### src/rtl/seg_addr_pkg.sv
// Shared definitions for the segmented address generation unit.
// Assumes a byte-wide bus; word accesses are two bytes.
package seg_addr_pkg;
    localparam int BYTE_W = 8;

    // Segment select codes (shared by request and write ports)
    localparam logic [1:0] SEG_CODE  = 2'd0;
    localparam logic [1:0] SEG_DATA  = 2'd1;
    localparam logic [1:0] SEG_STACK = 2'd2;
    localparam logic [1:0] SEG_EXTRA = 2'd3;

    typedef enum logic [1:0] {
        ST_IDLE = 2'd0,
        ST_LO   = 2'd1,
        ST_HI   = 2'd2,
        ST_FIN  = 2'd3
    } seq_state_e;
endpackage

### src/rtl/seg_bank.sv
// Segment base register bank: NSEG registers of SEG_W bits, one write
// port and one combinational read port. Writes land on the next edge,
// so a same-cycle read returns the old value.
module seg_bank #(
    parameter int NSEG  = 4,
    parameter int SEG_W = 16,
    localparam int SEL_W = $clog2(NSEG)
) (
    input  logic             clk,
    input  logic             rst_n,
    input  logic             wr_en,
    input  logic [SEL_W-1:0] wr_sel,
    input  logic [SEG_W-1:0] wr_data,
    input  logic [SEL_W-1:0] rd_sel,
    output logic [SEG_W-1:0] rd_val
);
    logic [SEG_W-1:0] regs_q [NSEG];

    for (genvar g = 0; g < NSEG; g++) begin : g_seg
        // Hold one segment base; cleared by reset
        always_ff @(posedge clk) begin
            if (!rst_n)
                regs_q[g] <= '0;
            else if (wr_en && wr_sel == SEL_W'(g))
                regs_q[g] <= wr_data;
        end
    end

    // Select the base for the incoming request
    always_comb rd_val = regs_q[rd_sel];
endmodule

### src/rtl/seg_addr_calc.sv
// Physical address former. Memory: (base << SHIFT) + offset, carry out
// of the top bit dropped. I/O: offset zero-extended, base ignored.
module seg_addr_calc #(
    parameter int ADDR_W = 20,
    parameter int SEG_W  = 16,
    parameter int OFF_W  = 16,
    localparam int SHIFT = ADDR_W - SEG_W
) (
    input  logic              io,
    input  logic [SEG_W-1:0]  base,
    input  logic [OFF_W-1:0]  offset,
    output logic [ADDR_W-1:0] addr
);
    logic [ADDR_W-1:0] off_ext;
    logic [ADDR_W-1:0] base_ext;

    // Widen both operands and add modulo 2^ADDR_W
    always_comb begin
        off_ext  = {{(ADDR_W-OFF_W){1'b0}}, offset};
        base_ext = {base, {SHIFT{1'b0}}};
        addr     = io ? off_ext : base_ext + off_ext;
    end
endmodule

### src/rtl/seg_seq.sv
// Access sequencer: accepts one request while idle, runs one or two
// byte transactions (low address first), assembles read data and
// pulses done. Offset advances modulo 2^OFF_W for the second byte.
module seg_seq
    import seg_addr_pkg::*;
#(
    parameter int SEG_W = 16,
    parameter int OFF_W = 16
) (
    input  logic              clk,
    input  logic              rst_n,
    input  logic              req_valid,
    input  logic              req_io,
    input  logic              req_write,
    input  logic              req_word,
    input  logic [SEG_W-1:0]  req_base,
    input  logic [OFF_W-1:0]  req_offset,
    input  logic [2*BYTE_W-1:0] req_wdata,
    output logic              busy,
    output logic              done,
    output logic [2*BYTE_W-1:0] rdata,
    output logic              bus_req,
    output logic              bus_io,
    output logic              bus_we,
    output logic [BYTE_W-1:0] bus_wdata,
    output logic [SEG_W-1:0]  cur_base,
    output logic [OFF_W-1:0]  cur_off,
    input  logic              bus_ack,
    input  logic [BYTE_W-1:0] bus_rdata
);
    seq_state_e          st_q;
    logic                io_q, we_q, word_q;
    logic [SEG_W-1:0]    base_q;
    logic [OFF_W-1:0]    off_q;
    logic [2*BYTE_W-1:0] wdata_q;
    logic [BYTE_W-1:0]   lo_q;
    logic [2*BYTE_W-1:0] rdata_q;
    logic                accept;

    always_comb accept = (st_q == ST_IDLE) && req_valid;

    // State machine and captured request fields
    always_ff @(posedge clk) begin
        if (!rst_n) begin
            st_q    <= ST_IDLE;
            io_q    <= 1'b0;
            we_q    <= 1'b0;
            word_q  <= 1'b0;
            base_q  <= '0;
            off_q   <= '0;
            wdata_q <= '0;
            lo_q    <= '0;
            rdata_q <= '0;
        end else begin
            case (st_q)
                ST_IDLE: if (accept) begin
                    st_q    <= ST_LO;
                    io_q    <= req_io;
                    we_q    <= req_write;
                    word_q  <= req_word;
                    base_q  <= req_base;
                    off_q   <= req_offset;
                    wdata_q <= req_wdata;
                end
                ST_LO: if (bus_ack) begin
                    lo_q <= bus_rdata;
                    if (word_q) begin
                        st_q  <= ST_HI;
                        off_q <= off_q + 1'b1;
                    end else begin
                        st_q    <= ST_FIN;
                        rdata_q <= {{BYTE_W{1'b0}}, bus_rdata};
                    end
                end
                ST_HI: if (bus_ack) begin
                    st_q    <= ST_FIN;
                    rdata_q <= {bus_rdata, lo_q};
                end
                default: st_q <= ST_IDLE;
            endcase
        end
    end

    // Drive status and bus-side outputs from the current state
    always_comb begin
        busy      = (st_q != ST_IDLE);
        done      = (st_q == ST_FIN);
        bus_req   = (st_q == ST_LO) || (st_q == ST_HI);
        bus_io    = io_q;
        bus_we    = we_q;
        bus_wdata = (st_q == ST_HI) ? wdata_q[2*BYTE_W-1:BYTE_W] : wdata_q[BYTE_W-1:0];
        cur_base  = base_q;
        cur_off   = off_q;
        rdata     = rdata_q;
    end
endmodule

### src/rtl/seg_addr_unit.sv
// Top: segmented address generation unit. Segment bank feeds the
// sequencer at acceptance; the address former turns the captured base
// and the running offset into the 20-bit bus address.
module seg_addr_unit
    import seg_addr_pkg::*;
#(
    parameter int ADDR_W = 20,
    parameter int SEG_W  = 16,
    parameter int OFF_W  = 16,
    parameter int NSEG   = 4,
    localparam int SEL_W = $clog2(NSEG)
) (
    input  logic              clk,
    input  logic              rst_n,
    input  logic              seg_wr_en,
    input  logic [SEL_W-1:0]  seg_wr_sel,
    input  logic [SEG_W-1:0]  seg_wr_data,
    input  logic              req_valid,
    input  logic              req_io,
    input  logic              req_write,
    input  logic              req_word,
    input  logic [SEL_W-1:0]  req_seg,
    input  logic [OFF_W-1:0]  req_offset,
    input  logic [15:0]       req_wdata,
    output logic              busy,
    output logic              done,
    output logic [15:0]       rdata,
    output logic              bus_req,
    output logic              bus_io,
    output logic              bus_we,
    output logic [ADDR_W-1:0] bus_addr,
    output logic [7:0]        bus_wdata,
    input  logic              bus_ack,
    input  logic [7:0]        bus_rdata
);
    logic [SEG_W-1:0] sel_base;
    logic [SEG_W-1:0] cur_base;
    logic [OFF_W-1:0] cur_off;

    seg_bank #(.NSEG(NSEG), .SEG_W(SEG_W)) u_bank (
        .clk     (clk),
        .rst_n   (rst_n),
        .wr_en   (seg_wr_en),
        .wr_sel  (seg_wr_sel),
        .wr_data (seg_wr_data),
        .rd_sel  (req_seg),
        .rd_val  (sel_base)
    );

    seg_seq #(.SEG_W(SEG_W), .OFF_W(OFF_W)) u_seq (
        .clk        (clk),
        .rst_n      (rst_n),
        .req_valid  (req_valid),
        .req_io     (req_io),
        .req_write  (req_write),
        .req_word   (req_word),
        .req_base   (sel_base),
        .req_offset (req_offset),
        .req_wdata  (req_wdata),
        .busy       (busy),
        .done       (done),
        .rdata      (rdata),
        .bus_req    (bus_req),
        .bus_io     (bus_io),
        .bus_we     (bus_we),
        .bus_wdata  (bus_wdata),
        .cur_base   (cur_base),
        .cur_off    (cur_off),
        .bus_ack    (bus_ack),
        .bus_rdata  (bus_rdata)
    );

    seg_addr_calc #(.ADDR_W(ADDR_W), .SEG_W(SEG_W), .OFF_W(OFF_W)) u_calc (
        .io     (bus_io),
        .base   (cur_base),
        .offset (cur_off),
        .addr   (bus_addr)
    );
endmodule

### config.mk
export PLATFORM = sky130hd
export DESIGN_NAME = seg_addr_unit
export DESIGN_NICKNAME = d
export VERILOG_FILES = /design/src/rtl/seg_addr_pkg.sv /design/src/rtl/seg_bank.sv /design/src/rtl/seg_addr_calc.sv /design/src/rtl/seg_seq.sv /design/src/rtl/seg_addr_unit.sv
export SDC_FILE = /design/constraint.sdc
export NUM_CORES = 1
export LEC_CHECK = 0
export BUFFER_PORTS_ARGS = -buffer_cell sky130_fd_sc_hd__clkbuf_2
export CAP_MARGIN = 10
export CELL_PAD_IN_SITES_DETAIL_PLACEMENT = 2
export CELL_PAD_IN_SITES_GLOBAL_PLACEMENT = 2
export CORE_ASPECT_RATIO = 0.6
export CORE_MARGIN = 2
export CORE_UTILIZATION = 38
export DETAILED_ROUTE_END_ITERATION = 10
export PLACE_DENSITY_LB_ADDON = 0.1
export SETUP_SLACK_MARGIN = 0.5
export SLEW_MARGIN = 20
export SYNTH_ARGS = -nofsm -noshare
export SYNTH_HDL_FRONTEND = slang
export SYNTH_SLANG_ARGS = --single-unit
export TNS_END_PERCENT = 50
### constraint.sdc
create_clock -name clk -period 5.05 [get_ports clk]
set_clock_uncertainty 0.1 [all_clocks]
set_input_delay 1.01 -clock clk [delete_from_list [all_inputs] [get_ports clk]]
set_output_delay 1.01 -clock clk [all_outputs]
set_load 0.01 [all_outputs]
; ---- Yosys cells after proc, flatten, opt, wreduce, memory -nomap -nowiden
; Memories as Yosys holds them, arrays and structs flattened. A register that Yosys moved wholly into a read port is not among the register bits.
; Index checks and enable logic that the tools add are counted.
[word_totals]
mem_count = 1
input_bits = 68
ram_bits = 64
register_bits = 61
output_inout_bits = 49
wordCells = 75
[classes]
n_addsub = 2
bitwise = 4
n_reduce_logical = 17
mux = 32
n_eq_ne = 11
[mem_list]
columns = name, words, width, rd, rd_clocked_by_memory_dff, wr, line
row1 = u_bank.regs_q, 4, 16, 1, 1, 4, seg_bank.sv:17  ; logic [SEG_W-1:0] regs_q [NSEG];
[ops]
columns = op, count
row1 = $mux 16, 10
row2 = $pmux 16 s2, 2
row3 = $add 20x16->20, 1
row4 = $mux 20, 1
row5 = $add 16x1->16 const B, 1
row6 = $mux 1, 14
row7 = $eq 2x2->1 const B, 4
row8 = $mux 8, 1
row9 = $reduce_and 4->1, 2
row10 = $mux 2, 3
row11 = $ne 2x2->1 const B, 3
row12 = $pmux 2 s3, 1
row13 = $reduce_bool 2->1, 3
row14 = $logic_and 1x1->1, 5
row15 = $eq 2x1->1 const B, 2
row16 = $logic_not 2->1, 2
row17 = $ne 2x1->1 const B, 2
row18 = $or 1x1->1, 4
row19 = $reduce_and 2->1, 2
row20 = $reduce_and 3->1, 1
row21 = $logic_not 1->1, 1
row22 = $logic_or 1x1->1, 1

; ---- Logic depth before layout (Yosys ltp)
; Gate-level depths: netlist (run 1).
[logic_depth]
word_depth = 6
mapped_depth = 10
depth_no_buf = 7

; ---- Modules after synthesis
; From an unflattened synthesis (run 1), not the netlist that was laid out.
[hier_totals]
hier_cells = 728
area_unflattened_um2 = 7340.8
[modules_own_cells]
columns = mod, cells_each, area_each_um2, seq_area_each_um2, instances
row1 = seg_seq, 434, 3553.4, 1541.5, 1
row2 = seg_bank, 163, 2844.0, 1921.8, 1
row3 = seg_addr_calc, 131, 943.4, 0.0, 1

; ---- Worst setup path before layout (run 1)
; Ideal clock, no wire load.
[synth_timing]
kind = register -> output
start = register u_seq.off_q[4] (netlist: u_seq.cur_off[4])
end = output bus_addr[16]
slack_ns = 1.843
stages_incl_launch_ff = 8
arrival_ns = 2.097
t_required_ns = 3.940
n_path_buf = 0
cell_sequence = dfxtp_1 -> ha_1 -> fa_1 -> a21o_1 -> a221oi_2 -> nor3_1 -> a21oi_1 -> mux2_2
[synth_between]
elab_chain_cells = 2
[synth_rtl]
columns = element, line
row1 = start: declaration, seg_seq.sv:34  ; logic [OFF_W-1:0] off_q;
row2 = start signal: assignment, seg_seq.sv:62  ; off_q <= req_offset;
row3 = start signal: assignment, seg_seq.sv:69  ; off_q <= off_q + 1'b1;
row4 = $add 20x16->20, seg_addr_calc.sv:21  ; addr = io ? off_ext : base_ext + off_ext;
row5 = $mux 20, seg_addr_calc.sv:21
row6 = end: declaration, seg_addr_unit.sv:31  ; output logic [ADDR_W-1:0] bus_addr,
; Every way passes these cells.

; ---- Worst setup path after layout (run 1)
[layout_timing]
start = register u_seq.off_q[4] (netlist: u_seq.cur_off[4])
end = output bus_addr[18]
; Same word-level chain as after synthesis.

==> summary.txt, run 1 <==
Crit share post-route - 82.6%
Die footprint - 19500 µm²
Total global routing overflow - 0
CP required - 3940 ps
Vias in the first global route - 6302
Routed via count - 5755
Most common cell in the netlist - sky130_fd_sc_hd__nand2_1
Final hold viol count - 0
Site row count - 38
Clock root buffer - sky130_fd_sc_hd__clkbuf_16
Most area-consuming cells after synthesis - sky130_fd_sc_hd__edfxtp_1 (27%), sky130_fd_sc_hd__dfxtp_1 (22%), sky130_fd_sc_hd__and2_1 (6.2%)
Number of register bits inferred by synthesis - 141
Number of clock sinks - 141
Total setup violations reported at the end of the flow - 0
Clock-pin transition on the worst setup and hold timing paths - 60 ps
Depth of the CTS H-tree - 4
Final HPWL DP - 16.0 mm
Residual DRC - 0
Area share of the largest cell type after synthesis - 27.5%
Fin. max-slew vios - 0
Initial antenna violation count - 0
Setup_tns - 0 ps
Share of the yosys chip area belonging to registers - 49.5%
Clock network power share - 30.7%
CTS Buffer Depth - 2
Count of flip-flops with a built-in enable after synthesis - 64
Worst hold path type - reg -> reg
VDD IR max - 0.219 mV
GR Util met1 - 33.2%
Global-route layer with the greatest usage - met2
Top fanout value on the critical path - 8
Total standard cell area after synthesis - 6990 µm²
Slew @ Worst Pin - 1060 ps
Endpoint type of the worst setup path - primary output
Synth cell count leaders - sky130_fd_sc_hd__nand2_1 (109), sky130_fd_sc_hd__dfxtp_1 (77), sky130_fd_sc_hd__a21oi_1 (74)
R2R setup slack - 2220 ps
Startpoint type of the worst setup path - register
Leak Pwr - 0.00330 µW
Pre-CTS setup slack - 1350 ps
Unrepaired setup endpoints after global routing - false
Worst hold slack - 361 ps
Cell type with the highest aggregate area in the netlist - sky130_fd_sc_hd__edfxtp_1
Setup Fix Bufs, Post-CTS - 0
Starting density of the core - 38.7%
Number of fill cells in the layout - 1926
Count of boundary I/O pins - 117
Final setup slack of the worst path - 878 ps
Height of the die - 109 µm
Met3 usage - 4.85%
Synth warnings - 0
Count of unique library cells instantiated by Yosys - 53
GR Layer Usage met2 - 40.9%
Antenna fix cells - 0
Maximum clock frequency - 240 MHz
Syn-to-layout area delta - 19.5%
Number of CTS-inserted buffers - 17
Net Count, Synth - 790
Overall track demand over capacity in global routing - 24.8%
Register area - 3460 µm²
X dimension of the die - 179 µm
Layout cells sized above 1 - 25.6%
TritonCTS clock tree - built
Wire length of the first global-routing pass - 35.9 mm
Worst rel slew slack - 29.0%
Main synth FF type - sky130_fd_sc_hd__dfxtp_1
Final WL - 23.1 mm
Pin count of the biggest net entering global routing - 37
Multi-input gate area - 3320 µm²
Synthesized area per cell - 9.93 µm²
Switching power share of the total - 37.1%
Power share of the combinational group - 32.6%
Portion of total power attributed to sequential cells - 36.7%
Cells after Synth - 704
Type of the setup path with the least slack - reg -> out
Status - complete, no violations
Cts repair resizes - 0
Area of the placeable core - 18100 µm²
Final nets - 886
Power per unit of standard cell area - 509 nW/µm²
Routability congestion estimate - 0.828
Routed via count divided by cell count - 5.47
Antenna violation net count after detailed routing - 0
Average detailed-routed wire length per instance - 22.0 µm
Share of synthesized registers carrying an async set or reset - 0%
Arrival time worst endpoint - 3060 ps
Detailed-router iteration count before antenna repair - 4
Internal power consumption - 2670 µW
DRC violation total after the first TritonRoute iteration - 284
Count of hold-fix buffers inserted at cts - 0
Switch Pwr - 1580 µW
Port Buf Inserts - 116
Later-pin clock latency in the skew report - 430 ps
Clock period minus final worst setup slack - 4170 ps
Maxcap violations - 0
[metal layers]
layer	wire length (µm)	part of all wire, %
met5	0	0
met4	261	1.1
met3	969	4.2
met2	11000	48
met1	10900	47
[state kept, by name, indices dropped and copies added (netlist names)]
name	cells
u_seq.rdata	16
u_seq.bus_io	1
u_seq.st_q	2
u_seq.wdata_q	16
u_bank.regs_q	64
u_seq.cur_base	16
u_seq.bus_we	1
u_seq.cur_off	16
u_seq.word_q	1
u_seq.lo_q	8
[path summary, 6_finish.rpt]
kind,endpoint,from,cells past startpoint
max,bus_addr[18],u_seq.cur_off[4],8
min,u_seq.wdata_q[6],u_seq.wdata_q[6],2
min reg2reg,u_seq.wdata_q[6],u_seq.wdata_q[6],2
max reg2reg,u_seq.rdata[4],u_seq.st_q[0],8
[power groups by stage]
| stage | combinational, µW | sequential [µW] | clock (µW) |
|---|---|---|---|
| global placement | 1300 | 1550 | 0 |
| detailed placement | 1370 | 1580 | 0 |
| global route | 1540 | 1590 | 1370 |
| floorplan | 919 | 1520 | 0 |
| finish | 1390 | 1560 | 1310 |
| CTS | 1400 | 1560 | 1320 |
[stage by stage]
| step | area [µm²] | cells | utilization (%) | power (µW) |
|---|---|---|---|---|
| 5_1_grt | 8360 | 1053 | 46.3 | 4500 |
| 3_3_place_gp | 7730 | 1021 | 42.8 | 2850 |
| 3_5_place_dp | 7740 | 1021 | 42.8 | 2950 |
| 2_1_floorplan | 6990 | 704 | - | 2440 |
| 6_report | 8360 | 1053 | 46.3 | 4250 |
| 4_1_cts | 8340 | 1053 | 46.1 | 4280 |
[critical path, stage by stage (launching register included)]
cell and delay, ps:
sky130_fd_sc_hd__dfxtp_1 370, sky130_fd_sc_hd__ha_1 250, sky130_fd_sc_hd__fa_1 420, sky130_fd_sc_hd__a21o_1 230
sky130_fd_sc_hd__a221oi_2 590, sky130_fd_sc_hd__nor4_1 110, sky130_fd_sc_hd__a21oi_1 170, sky130_fd_sc_hd__mux2_2 350
sky130_fd_sc_hd__clkbuf_2 140
[cell families (layout without fill, tap and decap cells)]
kind of cell             Yosys count  in the layout  synth area share [%]
multiplexers                      40             40                  8.89
adder cells (fa/ha/maj)           18             18                  3.33
buffers and inverters             57            166                  3.60
AND/OR/NAND/NOR                  279            279                  19.2
AO/OA/AOI/OAI                    161            161                  14.5
XOR/XNOR                           8              8                  1.00
flip-flops                       141            141                  49.5
[area by class of cell]
| cell class | instances | area share, % |
|---|---|---|
| tap | 240 | 3.59 |
| inverter | 12 | 0.539 |
| clock buffer | 21 | 5.64 |
| timing repair buffer | 122 | 7.49 |
| sequential | 141 | 41.5 |
| multi-input combinational | 506 | 39.7 |
| clock inverter | 11 | 1.56 |
[layout by cell type, fill, tap and decap left out, types with 3 or more instances in the layout]
cell type / netlist / final
sky130_fd_sc_hd__dfxtp_1: 77 / 76
sky130_fd_sc_hd__a21oi_1: 74 / 74
sky130_fd_sc_hd__mux4_2: 16 / 16
sky130_fd_sc_hd__o21a_1: 8 / 8
sky130_fd_sc_hd__nand2b_1: 3 / 3
sky130_fd_sc_hd__clkinvlp_4: 0 / 4
sky130_fd_sc_hd__nor2_2: 0 / 4
sky130_fd_sc_hd__and3_1: 6 / 6
sky130_fd_sc_hd__inv_6: 0 / 4
sky130_fd_sc_hd__nor4_1: 3 / 3
sky130_fd_sc_hd__clkbuf_16: 0 / 18
sky130_fd_sc_hd__xor2_1: 4 / 4
sky130_fd_sc_hd__nor2_1: 43 / 39
sky130_fd_sc_hd__nand4_1: 3 / 3
sky130_fd_sc_hd__nand3_1: 18 / 18
sky130_fd_sc_hd__ha_1: 17 / 16
sky130_fd_sc_hd__a211oi_1: 11 / 11
sky130_fd_sc_hd__o221a_2: 5 / 5
sky130_fd_sc_hd__and2_1: 69 / 69
sky130_fd_sc_hd__nor3_1: 8 / 8
sky130_fd_sc_hd__mux2_2: 13 / 13
sky130_fd_sc_hd__buf_4: 7 / 6
sky130_fd_sc_hd__a22oi_1: 8 / 8
sky130_fd_sc_hd__xnor2_1: 4 / 4
sky130_fd_sc_hd__inv_1: 10 / 10
sky130_fd_sc_hd__nor2b_1: 12 / 12
sky130_fd_sc_hd__clkbuf_2: 1 / 116
sky130_fd_sc_hd__edfxtp_1: 64 / 64
sky130_fd_sc_hd__o21ai_0: 32 / 28
sky130_fd_sc_hd__o31ai_1: 4 / 4
sky130_fd_sc_hd__nand2_1: 109 / 109
sky130_fd_sc_hd__mux2i_1: 10 / 10
Power figures use the tool's default switching activity.
==> run 2: changes to the inputs <==
- CORE_UTILIZATION: 38 -> 35
- clock period: 5.05 -> 4.3 ns (I/O delays scaled with it)
==> run 2 against run 1 <==
Effect of this change:
- combinational power increased by 17%
- hold slack got worse by 1.4 ps
- setup slack got worse by 220 ps
- routed wire length decreased by 3.9%
- clock power increased by 15%
- flip-flop and latch count unchanged
- critical path type unchanged
==> summary.txt, run 2 (synthesis results as in run 1) <==
Final setup slack of the worst path - 661 ps
Antenna violation net count after detailed routing - 0
Number of flip-flops in the largest register - 64
X dimension of the die - 186 µm
Status - complete, no violations
Worst hold path type - reg -> reg
TritonCTS clock tree - built
VDD IR max - 0.325 mV
Number of fill cells in the layout - 2095
Routed via count divided by cell count - 5.29
CTS Buffer Depth - 2
Later-pin clock latency in the skew report - 430 ps
Final nets - 887
DRC violation total after the first TritonRoute iteration - 254
Maxcap violations - 0
Starting density of the core - 36.2%
Final WL - 22.2 mm
Average detailed-routed wire length per instance - 20.6 µm
CP required - 3340 ps
Worst rel slew slack - 28.3%
Clock-pin transition on the worst setup and hold timing paths - 60 ps
Leak Pwr - 0.00330 µW
Syn-to-layout area delta - 20.0%
Die footprint - 21200 µm²
Routed via count - 5722
Setup_tns - 0 ps
Count of boundary I/O pins - 117
Arrival time worst endpoint - 2680 ps
Maximum clock frequency - 275 MHz
Total global routing overflow - 0
Overall track demand over capacity in global routing - 21.9%
Type of the setup path with the least slack - reg -> out
Final hold viol count - 0
Site row count - 39
Routability congestion estimate - 0.781
Top fanout value on the critical path - 8
Clock period minus final worst setup slack - 3640 ps
Pre-CTS setup slack - 752 ps
Crit share post-route - 84.6%
Most frequent cells in the layout - sky130_fd_sc_hd__clkbuf_2 (116), sky130_fd_sc_hd__nand2_1 (109), sky130_fd_sc_hd__dfxtp_1 (75)
Wire length of the first global-routing pass - 35.6 mm
Number of CTS-inserted buffers - 17
Number of clock sinks - 141
Clock root buffer - sky130_fd_sc_hd__clkbuf_16
Slew @ Worst Pin - 1070 ps
Depth of the CTS H-tree - 4
Vias in the first global route - 6355
Layout cells sized above 1 - 25.6%
Top reg by flops - u_bank.regs_q
Unrepaired setup endpoints after global routing - false
Startpoint type of the worst setup path - register
Most common library cell in the layout ignoring fill and taps - sky130_fd_sc_hd__clkbuf_2
Residual DRC - 0
Fin. max-slew vios - 0
Height of the die - 113 µm
Initial antenna violation count - 0
Final HPWL DP - 16.0 mm
Port Buf Inserts - 116
Count of hold-fix buffers inserted at cts - 0
Total setup violations reported at the end of the flow - 0
Pin count of the biggest net entering global routing - 37
Endpoint type of the worst setup path - primary output
Power per unit of standard cell area - 589 nW/µm²
Detailed-router iteration count before antenna repair - 4
Area of the placeable core - 19300 µm²
## run 2: worst max-delay path, cell delays in order (launching register included)
cell	delay (ps)
sky130_fd_sc_hd__dfxtp_2	360
sky130_fd_sc_hd__ha_2	200
sky130_fd_sc_hd__fa_2	360
sky130_fd_sc_hd__a21o_1	230
sky130_fd_sc_hd__a221oi_4	240
sky130_fd_sc_hd__buf_6	170
sky130_fd_sc_hd__nor4_1	60
sky130_fd_sc_hd__a21oi_1	140
sky130_fd_sc_hd__mux2_2	350
sky130_fd_sc_hd__clkbuf_2	140
## run 2: power by group
part / internal [µW] / switching (µW)
Clock: 907 / 590
Sequential: 1620 / 199
Combinational: 609 / 1010
Total: 3140 / 1800
## run 2: timing repair
action	in CTS	in global routing
buffers inserted	1	0
gates resized for setup	2	3
setup endpoints to repair	5	5
pin swaps	1	0
## run 2: path summary, 6_finish.rpt
check                                       from               end  slack (ps)  cells past startpoint
worst max-delay path            u_seq.cur_off[4]      bus_addr[18]         660                      9
worst min-delay path            u_seq.wdata_q[1]  u_seq.wdata_q[1]         360                      2
worst max register to register     u_seq.st_q[1]  u_seq.cur_off[3]        1230                      7
worst min register to register  u_seq.wdata_q[1]  u_seq.wdata_q[1]         360                      2
## run 2: routing by layer
metal | vias up | global-route usage (%) | wire [µm]
met2 | 107 | 35.0 | 10100
met4 | 0 | 6.88 | 197
met1 | 2902 | 29.9 | 10900
met3 | 14 | 4.89 | 1070
met5 | - | 0 | 0
li1 | 2699 | - | -
## run 2: metrics by stage
step,hold WS [ps],instance area [µm²],total power [µW],utilization [%],instances
after global routing,383,8390,5250,43.4,1080
after global placement,340,7760,3360,40.2,1047
final,360,8390,4940,43.4,1081
after floorplan,333,6990,2870,-,704
after CTS,361,8370,4990,43.3,1080
after detailed placement,352,7770,3460,40.2,1047
## run 2: cell type report
cell class                      count  area (µm²)  share of cell area (%)
Sequential cell                   141        3470                    41.3
Tap cell                          266         333                    3.97
Multi-Input combinational cell    506        3330                    39.6
Clock buffer                       20         437                    5.20
Clock inverter                     12         145                    1.73
Antenna cell                        1        2.50                  0.0298
Timing Repair Buffer              123         637                    7.59
Inverter                           12        45.0                   0.537
